**config.mk**
```make
export PLATFORM = sky130hd
export DESIGN_NAME = mdm_line_ctrl
export DESIGN_NICKNAME = d
export VERILOG_FILES = /design/src/rtl/mdm_pkg.sv /design/src/rtl/mdm_ctl_reg.sv /design/src/rtl/mdm_line_map.sv /design/src/rtl/mdm_status_reg.sv /design/src/rtl/mdm_line_ctrl.sv
export SDC_FILE = /design/constraint.sdc
export NUM_CORES = 1
export LEC_CHECK = 0
export ABC_CLOCK_PERIOD_IN_PS = 1700
export BUFFER_PORTS_ARGS = -buffer_cell sky130_fd_sc_hd__buf_2
export CAP_MARGIN = 20
export CELL_PAD_IN_SITES_DETAIL_PLACEMENT = 1
export CELL_PAD_IN_SITES_GLOBAL_PLACEMENT = 2
export CORE_UTILIZATION = 25
export CTS_CLUSTER_SIZE = 10
export DETAILED_ROUTE_END_ITERATION = 6
export PLACE_DENSITY_LB_ADDON = 0.1
export SKIP_LAST_GASP = 1
export SLEW_MARGIN = 0
export SYNTH_ARGS = -nofsm -noshare
export SYNTH_HDL_FRONTEND = slang
export SYNTH_HIERARCHICAL = 1
export SYNTH_SLANG_ARGS = --single-unit
```
**constraint.sdc**
```tcl
create_clock -name clk -period 1.7 [get_ports clk]
set_clock_uncertainty 0.2 [all_clocks]
set_input_delay 0.17 -clock clk [delete_from_list [all_inputs] [get_ports clk]]
set_output_delay 0.17 -clock clk [all_outputs]
set_load 0.02 [all_outputs]
```
**src/rtl/mdm_pkg.sv**
```systemverilog
package mdm_pkg;

    localparam int REG_W = 8;
    localparam int CTL_W = 5;
    localparam int LN_W  = 4;
    localparam int DL_W  = 4;
    localparam int PAD_W = REG_W - CTL_W;

    // control byte bits 4:0
    typedef struct packed {
        logic loop_en;
        logic aux2;
        logic aux1;
        logic rts;
        logic dtr;
    } ctl_t;

    // status bits 7:4
    typedef struct packed {
        logic dcd;
        logic ri;
        logic dsr;
        logic cts;
    } lines_t;

    // status bits 3:0
    typedef struct packed {
        logic d_dcd;
        logic ri_trail;
        logic d_dsr;
        logic d_cts;
    } delta_t;

    typedef struct packed {
        lines_t ln;
        delta_t dl;
    } status_t;

    localparam lines_t IDLE_LINES = '{dcd: 1'b1, ri: 1'b0, dsr: 1'b1, cts: 1'b0};

    function automatic lines_t map_lines(input ctl_t c);
        lines_t l;
        if (c.loop_en) begin
            l.cts = c.rts;
            l.dsr = c.dtr;
            l.ri  = c.aux1;
            l.dcd = c.aux2;
        end else begin
            l = IDLE_LINES;
        end
        return l;
    endfunction

    function automatic delta_t detect_changes(input lines_t prev, input lines_t nxt);
        delta_t d;
        d.d_cts    = prev.cts ^ nxt.cts;
        d.d_dsr    = prev.dsr ^ nxt.dsr;
        d.d_dcd    = prev.dcd ^ nxt.dcd;
        d.ri_trail = prev.ri & ~nxt.ri;
        return d;
    endfunction

endpackage

```
**src/rtl/mdm_ctl_reg.sv**
```systemverilog
module mdm_ctl_reg
    import mdm_pkg::*;
(
    input  logic             clk,
    input  logic             rst,
    input  logic             wr_en,
    input  logic [REG_W-1:0] wr_data,
    output ctl_t             ctl_next,
    output ctl_t             ctl_q
);

    always_comb begin
        ctl_next = wr_en ? ctl_t'(wr_data[CTL_W-1:0]) : ctl_q;
    end

    always_ff @(posedge clk) begin
        if (rst) begin
            ctl_q <= '0;
        end else begin
            ctl_q <= ctl_next;
        end
    end

endmodule

```
**src/rtl/mdm_line_map.sv**
```systemverilog
module mdm_line_map
    import mdm_pkg::*;
(
    input  ctl_t   ctl_i,
    output lines_t lines_o
);

    always_comb begin
        lines_o = map_lines(ctl_i);
    end

endmodule

```
**src/rtl/mdm_status_reg.sv**
```systemverilog
module mdm_status_reg
    import mdm_pkg::*;
(
    input  logic    clk,
    input  logic    rst,
    input  logic    upd_en,
    input  lines_t  new_lines,
    input  logic    clr_en,
    output status_t sts_q
);

    delta_t found;
    delta_t kept;

    always_comb begin
        found = upd_en ? detect_changes(sts_q.ln, new_lines) : '0;
        kept  = clr_en ? '0 : sts_q.dl;
    end

    always_ff @(posedge clk) begin
        if (rst) begin
            sts_q.ln <= IDLE_LINES;
            sts_q.dl <= '0;
        end else begin
            if (upd_en) begin
                sts_q.ln <= new_lines;
            end
            sts_q.dl <= kept | found;
        end
    end

endmodule

```
**src/rtl/mdm_line_ctrl.sv**
```systemverilog
module mdm_line_ctrl
    import mdm_pkg::*;
(
    input  logic             clk,
    input  logic             rst,
    input  logic             ctl_wr_en,
    input  logic [REG_W-1:0] ctl_wr_data,
    output logic [REG_W-1:0] ctl_rd_data,
    input  logic             sts_rd_en,
    output logic [REG_W-1:0] sts_rd_data,
    input  logic             msi_enable,
    output logic             msi_req
);

    ctl_t    ctl_next;
    ctl_t    ctl_q;
    lines_t  next_lines;
    status_t sts_q;

    mdm_ctl_reg u_ctl (
        .clk      (clk),
        .rst      (rst),
        .wr_en    (ctl_wr_en),
        .wr_data  (ctl_wr_data),
        .ctl_next (ctl_next),
        .ctl_q    (ctl_q)
    );

    mdm_line_map u_map (
        .ctl_i   (ctl_next),
        .lines_o (next_lines)
    );

    mdm_status_reg u_sts (
        .clk       (clk),
        .rst       (rst),
        .upd_en    (ctl_wr_en),
        .new_lines (next_lines),
        .clr_en    (sts_rd_en),
        .sts_q     (sts_q)
    );

    assign ctl_rd_data = {{PAD_W{1'b0}}, ctl_q};
    assign sts_rd_data = sts_q;
    assign msi_req     = msi_enable & (|sts_q.dl);

endmodule

```
; Yosys cells after proc, flatten, opt, wreduce, memory -nomap -nowiden
; Index checks and enable logic that the tools add are counted.
[word_totals]
ff_bits = 13
output_inout_bits = 17
elab_cells = 25
[op_classes]
muxes = 4
n_bitwise = 7
n_reduce_logical = 1
[ops]
columns = op, n
row1 = $mux W4, 3
row2 = $mux W5, 1
row3 = $or A4 B4 Y4, 1
row4 = $reduce_or A4 Y1, 1
row5 = $xor A1 B1 Y1, 3
row6 = $and A1 B1 Y1, 2
row7 = $not A1 Y1, 1

; Depth between registers and ports, before layout
; Gate-level depths: netlist of run 1.
[depth]
ltp_word = 6
depth_mapped = 4
mapped_depth_nobuf = 4

; Modules after synthesis
; Netlist of run 1, hierarchy kept.
[by_module_without_submodules]
columns = mod, n_inst, cells_per_inst, area_per_inst_um2, seq_area_each_um2
row1 = mdm_status_reg, 1, 31, 337.8, 160.2
row2 = mdm_ctl_reg, 1, 15, 200.2, 100.1
row3 = mdm_line_ctrl, 1, 5, 37.5, 0.0
row4 = mdm_line_map, 1, 4, 25.0, 0.0

; Worst setup path after synthesis of run 1
; Ideal clock, no wire load.
[synth_timing]
path_type = register to register
startpoint = register, netlist name u_ctl/ctl_q[0]
endpoint = register, netlist name u_sts/sts_q[5]
setup_ns = 0.120
arrival_ns = 1.072
required_time_ns = 1.380
slack_ns = 0.308
stages_incl_launch_ff = 4
path_buffers = 0
path_cell_list = dfxtp_1 > mux2_2 > nand2b_1 > a211o_1

; Worst setup path in the final report of run 1
[layout_timing]
startpoint = register, netlist name u_sts/sts_q[1]
endpoint = output port msi_req
[layout_via]
elab_chain_len = 2
[layout_lines]
columns = element, line
row1 = $reduce_or A4 Y1, mdm_line_ctrl.sv:45  ; assign msi_req = msi_enable & (|sts_q.dl);
row2 = $and A1 B1 Y1, mdm_line_ctrl.sv:45
row3 = to (decl), mdm_line_ctrl.sv:12  ; output logic msi_req
; Every way passes these cells.

==> results of run 1 <==
==> flip-flops by register name (all words and copies together), names as in the netlist <==
| register | count |
|---|---|
| u_sts/sts_q | 8 |
| u_ctl/ctl_q | 5 |
==> worst max-delay path, cell delays in order, from the launching register on <==
cell                      delay [ns]
sky130_fd_sc_hd__dfxtp_1        0.33
sky130_fd_sc_hd__o41a_1         0.40
sky130_fd_sc_hd__buf_2          0.16
==> metal layers <==
layer | global-route usage (%) | share of wire, % | up-vias | wire length (µm)
met3 | 2.68 | 6.2 | 4 | 73
met1 | 15.6 | 48 | 214 | 557
met2 | 13.8 | 43 | 23 | 505
met5 | 0 | 0 | - | 0
li1 | - | - | 232 | -
met4 | 9.72 | 2.7 | 0 | 32
==> per-stage QoR <==
stage | hold slack [ns] | area, µm²
after CTS | 0.0196 | 761
after detailed placement | 0.236 | 724
after floorplan | 0.0343 | 608
after global routing | 0.0400 | 761
after global placement | 0.242 | 724
final | 0.0370 | 761
==> power by group through the flow <==
stage               clock (mW)  sequential [mW]  combinational, mW
finish                   0.193            0.330              0.129
floorplan                    0            0.358             0.0747
global route             0.227            0.333              0.142
detailed placement           0            0.338              0.129
global placement             0            0.337              0.128
CTS                      0.214            0.331              0.131
==> repair_timing <==
| item | in CTS | in global routing |
|---|---|---|
| setup endpoints to repair | 0 | 0 |
| hold endpoints to repair | 3 | 0 |
| resized for setup | 0 | 0 |
| hold buffers | 1 | 0 |
==> worst min path at each step <==
stage	startpoint	to	slack, ns	depth (start not counted)
after floorplan	rst	u_ctl/ctl_q[0]	0.03	1
after global placement	sts_rd_en	u_sts/sts_q[1]	0.24	2
after detailed placement	sts_rd_en	u_sts/sts_q[0]	0.24	2
after CTS	ctl_wr_data[1]	u_ctl/ctl_q[1]	0.02	3
after global routing	ctl_wr_data[1]	u_ctl/ctl_q[1]	0.04	3
final	ctl_wr_data[3]	u_ctl/ctl_q[3]	0.04	3
==> layout by cell type (no fill, tap or decap), drive strengths merged <==
master	Yosys	layout
conb	1	3
and2	2	2
nand2b	4	4
nand3b	1	1
o32ai	3	3
o41a	1	1
a211o	2	2
mux2	5	5
clkbuf	0	4
dfxtp	13	13
and2b	4	4
mux2i	2	2
dlygate4sd3	0	1
buf	5	24
inv	3	3
nor2b	3	3
a21oi	1	1
xnor2	3	3
nor2	2	2
==> final cells by class <==
cell class	instances	area (µm²)
clock buffer	4	26.3
fill	270	1470
inverter	3	11.3
multi-input combinational	36	295
sequential	13	260
tap	28	35.0
timing repair buffer	25	133
==> kinds of logic after synthesis <==
logic type | Yosys count | synth area share [%]
and+or+nand+nor | 16 | 20.2
DFF | 13 | 43.3
buffers and inverters | 8 | 8.75
AOI/OAI and AO/OA | 7 | 10.0
muxes | 7 | 12.7
xor gates and xnor gates | 3 | 4.38
other | 1 | 0.624
==> report_table.html, run 1 <==
<table>
<tr><th>Metric</th><th>Value</th></tr>
<tr><th colspan="2">Clock tree</th></tr>
<tr><td>CTS tree</td><td>built</td></tr>
<tr><td>Clock buffer count from CTS</td><td>3</td></tr>
<tr><td>Setup bufs post-CTS</td><td>0</td></tr>
<tr><td>Clock sinks</td><td>13</td></tr>
<tr><td>Source-to-sink clock delay at the later pin of the worst-skew pair</td><td>between 0.2 and 0.3 ns</td></tr>
<tr><td>H-tree level count</td><td>1</td></tr>
<tr><td>Root Buffer Master</td><td>sky130_fd_sc_hd__clkbuf_4</td></tr>
<tr><td>Worst-path clk slew</td><td>roughly 0.080 ns</td></tr>
<tr><td>Worst-case clock buffer depth</td><td>2</td></tr>
<tr><th colspan="2">STA</th></tr>
<tr><td>Pins Over Slew Limit</td><td>0</td></tr>
<tr><td>Total setup violations reported at the end of the flow</td><td>0</td></tr>
<tr><td>Min Tclk post-route</td><td>1.53 ns</td></tr>
<tr><td>Maximum clock frequency</td><td>approximately 650 MHz</td></tr>
<tr><td>Final total negative setup slack</td><td>0 ns</td></tr>
<tr><td>Post-route worst setup slack</td><td>approximately 0.17 ns</td></tr>
<tr><td>Setup repair after global routing missed its margin</td><td>false</td></tr>
<tr><td>Share of the clock period used by the worst path</td><td>between 90 and 100%</td></tr>
<tr><td>Hold Fails Final Rpt</td><td>0</td></tr>
<tr><th colspan="2">Critical path</th></tr>
<tr><td>Endpoint type of the worst setup path</td><td>output pin</td></tr>
<tr><td>Worst r2r src</td><td>u_ctl/ctl_q[0]</td></tr>
<tr><td>Type of the setup path with the least slack</td><td>reg -&gt; out</td></tr>
<tr><td>Data arrival, critical path</td><td>~1.2 ns</td></tr>
<tr><td>Largest fanout on the critical path</td><td>3</td></tr>
<tr><td>Worst reg2reg path endpoint</td><td>u_sts/sts_q[5]</td></tr>
<tr><td>Data required, critical path</td><td>between 1 and 1.5 ns</td></tr>
<tr><td>CP Capture Point</td><td>msi_req</td></tr>
<tr><td>FF-to-FF setup slack</td><td>~0.35 ns</td></tr>
<tr><td>Start point of the critical path</td><td>u_sts/sts_q[1]</td></tr>
<tr><td>Kind of start point of the critical path</td><td>flip-flop</td></tr>
<tr><td>Depth of the worst register-to-register path</td><td>3</td></tr>
<tr><th colspan="2">Pwr</th></tr>
<tr><td>PnR Total Power</td><td>roughly 650 µW</td></tr>
<tr><td>Share of total power in the clock network</td><td>between 20% and 30%</td></tr>
<tr><td>Internal power consumption</td><td>about 470 µW</td></tr>
<tr><td>Part of the power in registers</td><td>a little over 50%</td></tr>
<tr><td>Switching power</td><td>181 µW</td></tr>
<tr><td>Leakage component of the power</td><td>0.358 nW</td></tr>
<tr><td>Combinational group share of total power</td><td>between 15 and 20%</td></tr>
<tr><td>Maximum vdd drop</td><td>315 µV</td></tr>
<tr><td>Sw Share</td><td>around 28%</td></tr>
<tr><td>Power density over the cells</td><td>approximately 860 nW/µm²</td></tr>
<tr><th colspan="2">Routing</th></tr>
<tr><td>Post-detailed-route DRC marker count</td><td>0</td></tr>
<tr><td>Antenna viol nets, final</td><td>0</td></tr>
<tr><td>Detail-routed via count per cell</td><td>~4.3</td></tr>
<tr><td>Total detailed-routing wirelength</td><td>around 1200 µm</td></tr>
<tr><td>Routed vias</td><td>approximately 470</td></tr>
<tr><td>Number of detailed-routing iterations run before antenna repair</td><td>4</td></tr>
<tr><td>DR WL/cell</td><td>roughly 11 µm</td></tr>
<tr><td>Drt first-iter violations</td><td>3</td></tr>
<tr><th colspan="2">Synth</th></tr>
<tr><td>Count of synthesis-stage warnings from yosys</td><td>6</td></tr>
<tr><td>Number of flops mapped to enable cells by yosys</td><td>0</td></tr>
<tr><td>Top-count cell post-synth</td><td>sky130_fd_sc_hd__dfxtp_1</td></tr>
<tr><td>Top post-synthesis cells by count</td><td>13 x sky130_fd_sc_hd__dfxtp_1, 5 x sky130_fd_sc_hd__mux2_2, 4 x sky130_fd_sc_hd__and2b_1, 4 x sky130_fd_sc_hd__buf_4</td></tr>
<tr><td>Synthesized flop and latch total</td><td>13</td></tr>
<tr><td>Largest cells by area after synthesis</td><td>sky130_fd_sc_hd__dfxtp_1 43%, sky130_fd_sc_hd__mux2_2 9.4%, sky130_fd_sc_hd__and2b_1 5.0%, sky130_fd_sc_hd__buf_4 5.0%, sky130_fd_sc_hd__o32ai_1 4.4%</td></tr>
<tr><td>Syn avg cell area</td><td>10.9 µm²</td></tr>
<tr><td>Share of flip-flops with an asynchronous set or reset</td><td>0%</td></tr>
<tr><td>Post-synthesis cell type with the largest combined area</td><td>sky130_fd_sc_hd__dfxtp_1</td></tr>
<tr><td>Sequential area share after synthesis</td><td>between 40% and 50%</td></tr>
<tr><td>Post-synth cell types</td><td>20</td></tr>
<tr><td>Leading register cell type out of synthesis</td><td>sky130_fd_sc_hd__dfxtp_1</td></tr>
<tr><td>Combined area of all synthesized cells</td><td>between 600 and 700 µm²</td></tr>
<tr><td>Synthesized netlist cell count</td><td>between 50 and 60</td></tr>
<tr><td>Top-area cell type share of the netlist area</td><td>between 40% and 50%</td></tr>
<tr><th colspan="2">Layout</th></tr>
<tr><td>Fraction of final layout cells sized beyond drive strength 1</td><td>44.4%</td></tr>
<tr><td>Diodes inserted</td><td>0</td></tr>
<tr><td>Number of standard cells in the layout, taps in and fillers out</td><td>109</td></tr>
<tr><td>Area Growth Syn to Fin</td><td>26.7%</td></tr>
<tr><td>Fin util</td><td>between 30% and 40%</td></tr>
<tr><td>Layout net count</td><td>95</td></tr>
<tr><th colspan="2">Floorplanning</th></tr>
<tr><td>I/O pin cnt</td><td>30</td></tr>
<tr><td>Area of the core</td><td>between 2000 and 2500 µm²</td></tr>
<tr><td>Site row count</td><td>17</td></tr>
<tr><td>Total Die Area</td><td>2600 µm²</td></tr>
<tr><td>Initial cell density of the core</td><td>around 27%</td></tr>
<tr><td>Width of the chip</td><td>roughly 51 µm</td></tr>
<tr><td>Die Ht</td><td>51.0 µm</td></tr>
<tr><th colspan="2">Placement</th></tr>
<tr><td>Weighted congestion reported at the end of routability-driven placement</td><td>around 0.61</td></tr>
<tr><td>Buffers on Ports</td><td>23</td></tr>
<tr><td>Placed cell count</td><td>approximately 100</td></tr>
<tr><td>Worst setup slack before clock tree synthesis</td><td>about 0.12 ns</td></tr>
<tr><th colspan="2">GRT</th></tr>
<tr><td>Global routing usage summed across all routing layers</td><td>11.2%</td></tr>
<tr><td>Vias in the first global route</td><td>roughly 420</td></tr>
<tr><td>Final global-route overflow total</td><td>0</td></tr>
<tr><td>Pin count of the biggest net entering global routing</td><td>15</td></tr>
<tr><td>Wire length of the first global-routing pass</td><td>~2000 µm</td></tr>
<tr><td>Antenna violations before repair</td><td>0</td></tr>
<tr><th colspan="2">Run status</th></tr>
<tr><td>Result of the run</td><td>completed</td></tr>
<tr><th colspan="2">Flow run</th></tr>
<tr><td>Number of maximum-capacitance constraint violations</td><td>0</td></tr>
<tr><th colspan="2">Worst hold path</th></tr>
<tr><td>Path class of the lowest-slack min-delay path</td><td>in -&gt; reg</td></tr>
</table>
(Power assumes the default switching activity.)
==> run 2: changes to the inputs <==
==> constraint.sdc (replaced) <==
create_clock -name clk -period 1.7 [get_ports clk]
set_clock_uncertainty 0.2 [all_clocks]
set_input_delay 0 -clock clk [delete_from_list [all_inputs] [get_ports clk]]
set_output_delay 0 -clock clk [all_outputs]
set_load 0.02 [all_outputs]
==> run 2 against run 1 <==
  * Wire length grew 8.2%
  * Non-clock buffer count up 7
  * Design area increased by 9.5%
  * Global-route usage down 0.38 points
  * Sequential share of layout area down 3.0 points
  * Count of clock-buffer cells in the layout stayed put
  * Sequential cell count stayed put
  * Via count rose by 5.3%
==> report_table.html, run 2 (synthesis gave the netlist of run 1 again) <==
<table>
<tr><th>Metric</th><th>Value</th></tr>
<tr><th colspan="2">Placement</th></tr>
<tr><td>Weighted congestion reported at the end of routability-driven placement</td><td>between 0.6 and 0.7</td></tr>
<tr><td>Buffers on Ports</td><td>23</td></tr>
<tr><td>Placed cell count</td><td>approximately 100</td></tr>
<tr><td>HPWL after DPL</td><td>~840 µm</td></tr>
<tr><th colspan="2">Floorplanning</th></tr>
<tr><td>Die Ht</td><td>51.0 µm</td></tr>
<tr><td>Area of the core</td><td>~2200 µm²</td></tr>
<tr><td>I/O pin cnt</td><td>30</td></tr>
<tr><td>Total Die Area</td><td>approximately 2600 µm²</td></tr>
<tr><td>Initial cell density of the core</td><td>between 20% and 30%</td></tr>
<tr><td>Width of the chip</td><td>between 50 and 60 µm</td></tr>
<tr><td>Site row count</td><td>17</td></tr>
<tr><th colspan="2">Layout</th></tr>
<tr><td>Number of standard cells in the layout, taps in and fillers out</td><td>around 120</td></tr>
<tr><td>Layout net count</td><td>102</td></tr>
<tr><td>Fraction of final layout cells sized beyond drive strength 1</td><td>roughly 40%</td></tr>
<tr><td>Diodes inserted</td><td>0</td></tr>
<tr><td>Biggest registers after layout</td><td>u_sts/sts_q: 8 flops, u_ctl/ctl_q: 5 flops</td></tr>
<tr><td>Number of fillers in the final layout</td><td>between 200 and 300</td></tr>
<tr><td>Reg with most FFs</td><td>u_sts/sts_q</td></tr>
<tr><td>Largest register FFs</td><td>8</td></tr>
<tr><td>Most frequent cells in the layout</td><td>23 x sky130_fd_sc_hd__buf_2, 13 x sky130_fd_sc_hd__dfxtp_1, 9 x sky130_fd_sc_hd__dlygate4sd3_1</td></tr>
<tr><td>Area Growth Syn to Fin</td><td>38.7%</td></tr>
<tr><td>Most common cell after layout, fill and taps aside</td><td>sky130_fd_sc_hd__buf_2</td></tr>
<tr><th colspan="2">Critical path</th></tr>
<tr><td>Kind of start point of the critical path</td><td>primary input</td></tr>
<tr><td>Worst r2r src</td><td>u_ctl/ctl_q[0]</td></tr>
<tr><td>Data required, critical path</td><td>between 1.5 and 2 ns</td></tr>
<tr><td>Master of the slowest instance on the critical path</td><td>sky130_fd_sc_hd__dlygate4sd3_1</td></tr>
<tr><td>Endpoint type of the worst setup path</td><td>flip-flop</td></tr>
<tr><td>Longest individual stage delay on the worst path</td><td>about 0.54 ns</td></tr>
<tr><td>List of cells traversed by the critical path</td><td>dlygate4sd3_1, buf_2, mux2_2, nand2b_1, a211o_1</td></tr>
<tr><td>Type of the setup path with the least slack</td><td>in -&gt; reg</td></tr>
<tr><td>Start point of the critical path</td><td>ctl_wr_data[3]</td></tr>
<tr><td>Worst reg2reg path endpoint</td><td>u_sts/sts_q[5]</td></tr>
<tr><td>FF-to-FF setup slack</td><td>about 0.35 ns</td></tr>
<tr><td>Depth of the worst register-to-register path</td><td>3</td></tr>
<tr><td>CP Capture Point</td><td>u_sts/sts_q[7]</td></tr>
<tr><td>Data arrival, critical path</td><td>between 1 and 1.5 ns</td></tr>
<tr><td>Largest fanout on the critical path</td><td>2</td></tr>
<tr><th colspan="2">Pwr</th></tr>
<tr><td>Maximum vdd drop</td><td>between 300 and 400 µV</td></tr>
<tr><td>Power density over the cells</td><td>between 700 and 800 nW/µm²</td></tr>
<tr><td>Internal power consumption</td><td>~480 µW</td></tr>
<tr><td>Switching power</td><td>approximately 180 µW</td></tr>
<tr><td>Leakage component of the power</td><td>slightly below 0.4 nW</td></tr>
<tr><td>Part of the power in registers</td><td>50.0%</td></tr>
<tr><td>Share of total power in the clock network</td><td>about 29%</td></tr>
<tr><td>Sw Share</td><td>a little over a quarter</td></tr>
<tr><td>Combinational group share of total power</td><td>21.5%</td></tr>
<tr><th colspan="2">Routing</th></tr>
<tr><td>Post-detailed-route DRC marker count</td><td>0</td></tr>
<tr><td>Drt first-iter violations</td><td>1</td></tr>
<tr><td>Detail-routed via count per cell</td><td>4.29</td></tr>
<tr><td>Routed vias</td><td>498</td></tr>
<tr><td>Antenna viol nets, final</td><td>0</td></tr>
<tr><td>Number of detailed-routing iterations run before antenna repair</td><td>2</td></tr>
<tr><td>DR WL/cell</td><td>10.9 µm</td></tr>
<tr><td>Total detailed-routing wirelength</td><td>around 1300 µm</td></tr>
<tr><th colspan="2">Clock tree</th></tr>
<tr><td>Quantity of hold-fixing buffers added after cts</td><td>9</td></tr>
<tr><td>Worst-case clock buffer depth</td><td>2</td></tr>
<tr><td>H-tree level count</td><td>1</td></tr>
<tr><td>Post_cts resized</td><td>0</td></tr>
<tr><td>Clock sinks</td><td>13</td></tr>
<tr><td>CTS tree</td><td>built</td></tr>
<tr><td>Clock buffer count from CTS</td><td>3</td></tr>
<tr><td>Root Buffer Master</td><td>sky130_fd_sc_hd__clkbuf_4</td></tr>
<tr><td>Worst-path clk slew</td><td>roughly 0.080 ns</td></tr>
<tr><td>Setup bufs post-CTS</td><td>0</td></tr>
<tr><td>Source-to-sink clock delay at the later pin of the worst-skew pair</td><td>0.27 ns</td></tr>
<tr><th colspan="2">STA</th></tr>
<tr><td>Pins Over Slew Limit</td><td>0</td></tr>
<tr><td>Maximum clock frequency</td><td>around 700 MHz</td></tr>
<tr><td>Share of the clock period used by the worst path</td><td>83.0%</td></tr>
<tr><td>Min Tclk post-route</td><td>1.41 ns</td></tr>
<tr><td>Final total negative setup slack</td><td>0 ns</td></tr>
<tr><td>Hold Fails Final Rpt</td><td>0</td></tr>
<tr><td>Setup repair after global routing missed its margin</td><td>false</td></tr>
<tr><td>Total setup violations reported at the end of the flow</td><td>0</td></tr>
<tr><th colspan="2">Run status</th></tr>
<tr><td>Result of the run</td><td>completed</td></tr>
<tr><th colspan="2">GRT</th></tr>
<tr><td>Antenna violations before repair</td><td>0</td></tr>
<tr><td>Vias in the first global route</td><td>432</td></tr>
<tr><td>Pin count of the biggest net entering global routing</td><td>15</td></tr>
<tr><td>Final global-route overflow total</td><td>0</td></tr>
<tr><td>Wire length of the first global-routing pass</td><td>between 2000 and 2500 µm</td></tr>
<tr><td>Global routing usage summed across all routing layers</td><td>between 10% and 20%</td></tr>
<tr><th colspan="2">Worst hold path</th></tr>
<tr><td>Number of cells on the worst hold path</td><td>3</td></tr>
<tr><td>Path class of the lowest-slack min-delay path</td><td>in -&gt; reg</td></tr>
<tr><th colspan="2">Flow run</th></tr>
<tr><td>Number of maximum-capacitance constraint violations</td><td>0</td></tr>
</table>
run 2: cell type report:
class	count	area, µm²	share of cell area (%)
Clock buffer	4	26.3	3.15
Inverter	3	11.3	1.35
Multi-Input combinational cell	36	295	35.4
Sequential cell	13	260	31.2
Tap cell	28	35.0	4.20
Timing Repair Buffer	32	205	24.6
run 2: worst min path at each step:
stage,end,from
after floorplan,u_ctl/ctl_q[0],rst
after global placement,u_sts/sts_q[1],sts_rd_en
after detailed placement,u_sts/sts_q[3],sts_rd_en
after CTS,u_ctl/ctl_q[3],ctl_wr_en
after global routing,u_ctl/ctl_q[3],ctl_wr_en
final,u_ctl/ctl_q[3],ctl_wr_en
run 2: routing by layer:
metal  up-vias  share of wire, %  GRT usage [%]
li1        245                 -              -
met1       232                46           13.2
met2        19                47           16.0
met3         2               4.9           2.68
met4         0               1.3           8.33
met5         -                 0              0
run 2: power groups by stage:
stage	sequential [mW]	clock [mW]	combinational [mW]
after floorplan	0.358	0	0.0747
after global placement	0.337	0	0.126
after detailed placement	0.338	0	0.127
after CTS	0.331	0.202	0.144
after global routing	0.333	0.216	0.155
final	0.331	0.189	0.142
run 2: stage by stage:
step                power [mW]  hold WS [ns]  worst slack (ns)  utilization [%]  instance area, µm²
floorplan                0.432        -0.136             0.308                -                 608
global placement         0.464        0.0712             0.215             32.1                 717
CTS                      0.678       0.00778             0.291             37.3                 833
finish                   0.662       0.00647             0.288             37.3                 833
global route             0.704        0.0191             0.214             37.3                 833
detailed placement       0.466        0.0611             0.207             32.1                 717
run 2: worst max-delay path, delay by kind of cell:
family / cells / cell delay, ns
muxes: 1 / 0.25
and+or+nand+nor: 1 / 0.17
buffers and inverters: 2 / 0.66
AOI/OAI and AO/OA: 1 / 0.30
==> run 3: changes to the inputs <==
Settings changed: ABC_AREA set to 1, ABC_CLOCK_PERIOD_IN_PS 1700 to 1100, CORE_UTILIZATION 25 to 20.
Clock period 1.7 ns to 1.1 ns, I/O delays scaled along.
==> run 3 against run 2 <==
  * The run now ends with negative hold slack, negative setup slack left
  * Total power is 72% higher
  * Synthesized cell count is 84% higher
  * Sequential cell count stayed put
  * Global-route usage is 0.24 points lower
  * Combinational power is 120% higher
  * First-iteration DRC count grew to 18 times the previous value
  * Sequential share of layout area is 2.8 points lower
  * Sequential power is 58% higher
  * Die area is 40% higher
  * Clock power is 60% higher
  * Largest power group unchanged
==> report_table.html, run 3 <==
<table>
<tr><th>Metric</th><th>Value</th></tr>
<tr><th colspan="2">Layout</th></tr>
<tr><td>Layout net count</td><td>~150</td></tr>
<tr><td>Most common cell after layout, fill and taps aside</td><td>sky130_fd_sc_hd__buf_2</td></tr>
<tr><td>Biggest registers after layout</td><td>u_sts/sts_q: 8 flops, u_ctl/ctl_q: 5 flops</td></tr>
<tr><td>Fin util</td><td>a little under a third</td></tr>
<tr><td>Area Growth Syn to Fin</td><td>41.8%</td></tr>
<tr><td>Number of standard cells in the layout, taps in and fillers out</td><td>178</td></tr>
<tr><td>Most frequent cells in the layout</td><td>22 x sky130_fd_sc_hd__buf_2, 21 x sky130_fd_sc_hd__inv_1, 20 x sky130_fd_sc_hd__nand2_1</td></tr>
<tr><td>Diodes inserted</td><td>0</td></tr>
<tr><td>Largest register FFs</td><td>8</td></tr>
<tr><td>Reg with most FFs</td><td>u_sts/sts_q</td></tr>
<tr><td>Fraction of final layout cells sized beyond drive strength 1</td><td>50.0%</td></tr>
<tr><td>Final design instance area without fill</td><td>967 µm²</td></tr>
<tr><th colspan="2">Placement</th></tr>
<tr><td>Buffers on Ports</td><td>23</td></tr>
<tr><td>Placed cell count</td><td>170</td></tr>
<tr><td>HPWL after DPL</td><td>approximately 1300 µm</td></tr>
<tr><td>Area after detailed placement</td><td>872 µm²</td></tr>
<tr><td>Weighted congestion reported at the end of routability-driven placement</td><td>~0.63</td></tr>
<tr><th colspan="2">Synth</th></tr>
<tr><td>Area fraction in and, or, nand and nor cells after synthesis</td><td>a little over a quarter</td></tr>
<tr><td>Combined area of all synthesized cells</td><td>682 µm²</td></tr>
<tr><td>Largest cells by area after synthesis</td><td>sky130_fd_sc_hd__dfxtp_1 38%, sky130_fd_sc_hd__nand2_1 16%, sky130_fd_sc_hd__inv_1 15%, sky130_fd_sc_hd__nand3_2 5.9%, sky130_fd_sc_hd__a21oi_2 5.1%</td></tr>
<tr><td>Post-synth cell types</td><td>15</td></tr>
<tr><td>Sequential area share after synthesis</td><td>a little under two fifths</td></tr>
<tr><td>Top-count cell post-synth</td><td>sky130_fd_sc_hd__nand2_1</td></tr>
<tr><td>Synthesized netlist cell count</td><td>101</td></tr>
<tr><td>Post-synthesis cell type with the largest combined area</td><td>sky130_fd_sc_hd__dfxtp_1</td></tr>
<tr><td>Multiplexer share of the synthesized area</td><td>0%</td></tr>
<tr><td>Parity-gate share of the synthesized area counting xor and xnor cells</td><td>0%</td></tr>
<tr><td>Number of flops mapped to enable cells by yosys</td><td>0</td></tr>
<tr><td>Syn avg cell area</td><td>6.75 µm²</td></tr>
<tr><td>Synth Area in Adders</td><td>0%</td></tr>
<tr><td>Top-area cell type share of the netlist area</td><td>a little under two fifths</td></tr>
<tr><td>Count of synthesis-stage warnings from yosys</td><td>6</td></tr>
<tr><td>Synth Area in Compound Gates</td><td>12.5%</td></tr>
<tr><td>Leading register cell type out of synthesis</td><td>sky130_fd_sc_hd__dfxtp_1</td></tr>
<tr><td>Dominant combinational cell family by area after synthesis</td><td>simple AND/OR/NAND/NOR gates</td></tr>
<tr><td>Synthesized flop and latch total</td><td>13</td></tr>
<tr><td>Share of flip-flops with an asynchronous set or reset</td><td>0%</td></tr>
<tr><td>Top post-synthesis cells by count</td><td>29 x sky130_fd_sc_hd__nand2_1, 28 x sky130_fd_sc_hd__inv_1, 13 x sky130_fd_sc_hd__dfxtp_1</td></tr>
<tr><th colspan="2">Clock tree</th></tr>
<tr><td>Clock sinks</td><td>13</td></tr>
<tr><td>CTS tree</td><td>built</td></tr>
<tr><td>Root Buffer Master</td><td>sky130_fd_sc_hd__clkbuf_4</td></tr>
<tr><td>Source-to-sink clock delay at the later pin of the worst-skew pair</td><td>approximately 0.27 ns</td></tr>
<tr><td>Worst-path clk slew</td><td>0.09 ns</td></tr>
<tr><td>Worst-case clock buffer depth</td><td>2</td></tr>
<tr><td>H-tree level count</td><td>1</td></tr>
<tr><td>Clock buffer count from CTS</td><td>3</td></tr>
<tr><td>Quantity of hold-fixing buffers added after cts</td><td>2</td></tr>
<tr><th colspan="2">Pwr</th></tr>
<tr><td>Combinational group share of total power</td><td>27.3%</td></tr>
<tr><td>Power density over the cells</td><td>1170 nW/µm²</td></tr>
<tr><td>PnR Total Power</td><td>1.14 mW</td></tr>
<tr><td>Part of the power in registers</td><td>46.0%</td></tr>
<tr><td>Sw Share</td><td>between 30 and 40%</td></tr>
<tr><td>Leakage component of the power</td><td>between 0.5 and 0.6 nW</td></tr>
<tr><td>Share of total power in the clock network</td><td>between 20% and 30%</td></tr>
<tr><td>Maximum vdd drop</td><td>543 µV</td></tr>
<tr><td>Switching power</td><td>approximately 370 µW</td></tr>
<tr><td>Internal power consumption</td><td>765 µW</td></tr>
<tr><th colspan="2">Critical path</th></tr>
<tr><td>Largest fanout on the critical path</td><td>4</td></tr>
<tr><td>Longest individual stage delay on the worst path</td><td>about 0.35 ns</td></tr>
<tr><td>Endpoint type of the worst setup path</td><td>flip-flop</td></tr>
<tr><td>Data required, critical path</td><td>1.11 ns</td></tr>
<tr><td>Gate family responsible for the most delay along the worst path</td><td>flip-flops</td></tr>
<tr><td>Kind of start point of the critical path</td><td>flip-flop</td></tr>
<tr><td>Buf/Inv on CP</td><td>4</td></tr>
<tr><td>List of cells traversed by the critical path</td><td>inv_2, nand2_2, nand2_4, inv_4, nand2_2, inv_2, inv_2, nand2_2, nand3_2, a21oi_2</td></tr>
<tr><td>Data arrival, critical path</td><td>approximately 1.2 ns</td></tr>
<tr><td>Type of the setup path with the least slack</td><td>reg -&gt; reg</td></tr>
<tr><td>Master of the slowest instance on the critical path</td><td>sky130_fd_sc_hd__dfxtp_4</td></tr>
<tr><th colspan="2">Routing</th></tr>
<tr><td>Total detailed-routing wirelength</td><td>between 1500 and 2000 µm</td></tr>
<tr><td>Number of detailed-routing iterations run before antenna repair</td><td>4</td></tr>
<tr><td>Drt first-iter violations</td><td>18</td></tr>
<tr><td>Post-detailed-route DRC marker count</td><td>0</td></tr>
<tr><td>Detail-routed via count per cell</td><td>roughly 3.7</td></tr>
<tr><td>Routed vias</td><td>666</td></tr>
<tr><td>DR WL/cell</td><td>between 9 and 10 µm</td></tr>
<tr><td>Antenna viol nets, final</td><td>0</td></tr>
<tr><th colspan="2">Floorplanning</th></tr>
<tr><td>Total Die Area</td><td>3650 µm²</td></tr>
<tr><td>Area of the core</td><td>between 3000 and 4000 µm²</td></tr>
<tr><td>I/O pin cnt</td><td>30</td></tr>
<tr><td>Site row count</td><td>20</td></tr>
<tr><td>Initial cell density of the core</td><td>21.6%</td></tr>
<tr><td>Die Ht</td><td>just over 60 µm</td></tr>
<tr><td>Width of the chip</td><td>around 60 µm</td></tr>
<tr><th colspan="2">GRT</th></tr>
<tr><td>Pin count of the biggest net entering global routing</td><td>14</td></tr>
<tr><td>Vias in the first global route</td><td>about 660</td></tr>
<tr><td>Final global-route overflow total</td><td>0</td></tr>
<tr><td>Global routing usage summed across all routing layers</td><td>10.5%</td></tr>
<tr><td>Wire length of the first global-routing pass</td><td>around 2800 µm</td></tr>
<tr><td>Antenna violations before repair</td><td>0</td></tr>
<tr><th colspan="2">STA</th></tr>
<tr><td>Hold Fails Final Rpt</td><td>4</td></tr>
<tr><td>Worst-case hold slack</td><td>-0.0804 ns</td></tr>
<tr><td>Share of the clock period used by the worst path</td><td>111%</td></tr>
<tr><td>Post-route worst setup slack</td><td>-0.122 ns</td></tr>
<tr><td>Final total negative setup slack</td><td>-0.673 ns</td></tr>
<tr><td>Min Tclk post-route</td><td>between 1 and 1.5 ns</td></tr>
<tr><td>Maximum clock frequency</td><td>just over 800 MHz</td></tr>
<tr><td>Pins Over Slew Limit</td><td>0</td></tr>
<tr><td>Total setup violations reported at the end of the flow</td><td>9</td></tr>
<tr><td>Setup repair after global routing missed its margin</td><td>true</td></tr>
<tr><th colspan="2">Run status</th></tr>
<tr><td>Result of the run</td><td>finished, violations left</td></tr>
<tr><td>Violations in the final reports</td><td>negative hold slack, negative setup slack</td></tr>
<tr><th colspan="2">Worst hold path</th></tr>
<tr><td>Path class of the lowest-slack min-delay path</td><td>in -&gt; reg</td></tr>
<tr><th colspan="2">Flow run</th></tr>
<tr><td>Number of maximum-capacitance constraint violations</td><td>0</td></tr>
</table>
run 3: layout make-up:
cell class                 instances  area, µm²
fill                             442       2190
multi-input combinational         56        309
sequential                        13        275
timing repair buffer              32        190
inverter                          29        111
tap                               44       55.1
clock buffer                       4       26.3
run 3: stage by stage:
step           setup slack, ns  hold slack [ns]
5_1_grt                 -0.197          -0.0510
3_3_place_gp            -0.133            0.105
2_1_floorplan          -0.0938           -0.142
6_report                -0.122          -0.0804
3_5_place_dp            -0.152            0.111
4_1_cts                 -0.133          -0.0870
run 3: logic make-up (layout without fill, tap and decap cells):
| group | Yosys count | count (layout) |
|---|---|---|
| flops | 13 | 13 |
| other cells | 1 | 3 |
| compound gates | 11 | 11 |
| buf+inv | 34 | 65 |
| simple gates | 42 | 42 |
run 3: power groups by stage:
stage,sequential (mW),combinational [mW],clock [mW]
after floorplan,0.572,0.147,0
after detailed placement,0.534,0.277,0
after CTS,0.523,0.295,0.329
after global placement,0.532,0.274,0
after global routing,0.528,0.348,0.354
final,0.523,0.310,0.303
run 3: repair_timing:
item / CTS / global route
pin swaps: 2 / 6
endpoints found under the hold margin: 12 / 4
resized for setup: 5 / 13
setup endpoints to repair: 9 / 10
buffers inserted: 1 / 1
run 3: final timing paths:
check	from	to	slack (ns)	cells past startpoint
min	ctl_wr_data[3]	u_ctl/ctl_q[3]	-0.08	6
min reg2reg	u_sts/sts_q[6]	u_sts/sts_q[2]	0.29	2
max reg2reg	u_ctl/ctl_q[4]	u_sts/sts_q[0]	-0.12	10
max	u_ctl/ctl_q[4]	u_sts/sts_q[0]	-0.12	10
run 3: tightest hold or removal path, delay by kind of cell:
family / cells / cell delay [ns]
AND/OR/NAND/NOR: 3 / 0.13
buffers and inverters: 3 / 0.23
run 3: routing by layer:
layer | routed length, µm | share of wire (%) | up-vias | track usage [%]
met5 | 0 | 0 | - | 0
met4 | 14 | 0.85 | 0 | 2.99
met3 | 73 | 4.4 | 2 | 3.84
met2 | 775 | 47 | 13 | 16.8
met1 | 784 | 48 | 300 | 13.4
li1 | - | - | 351 | -
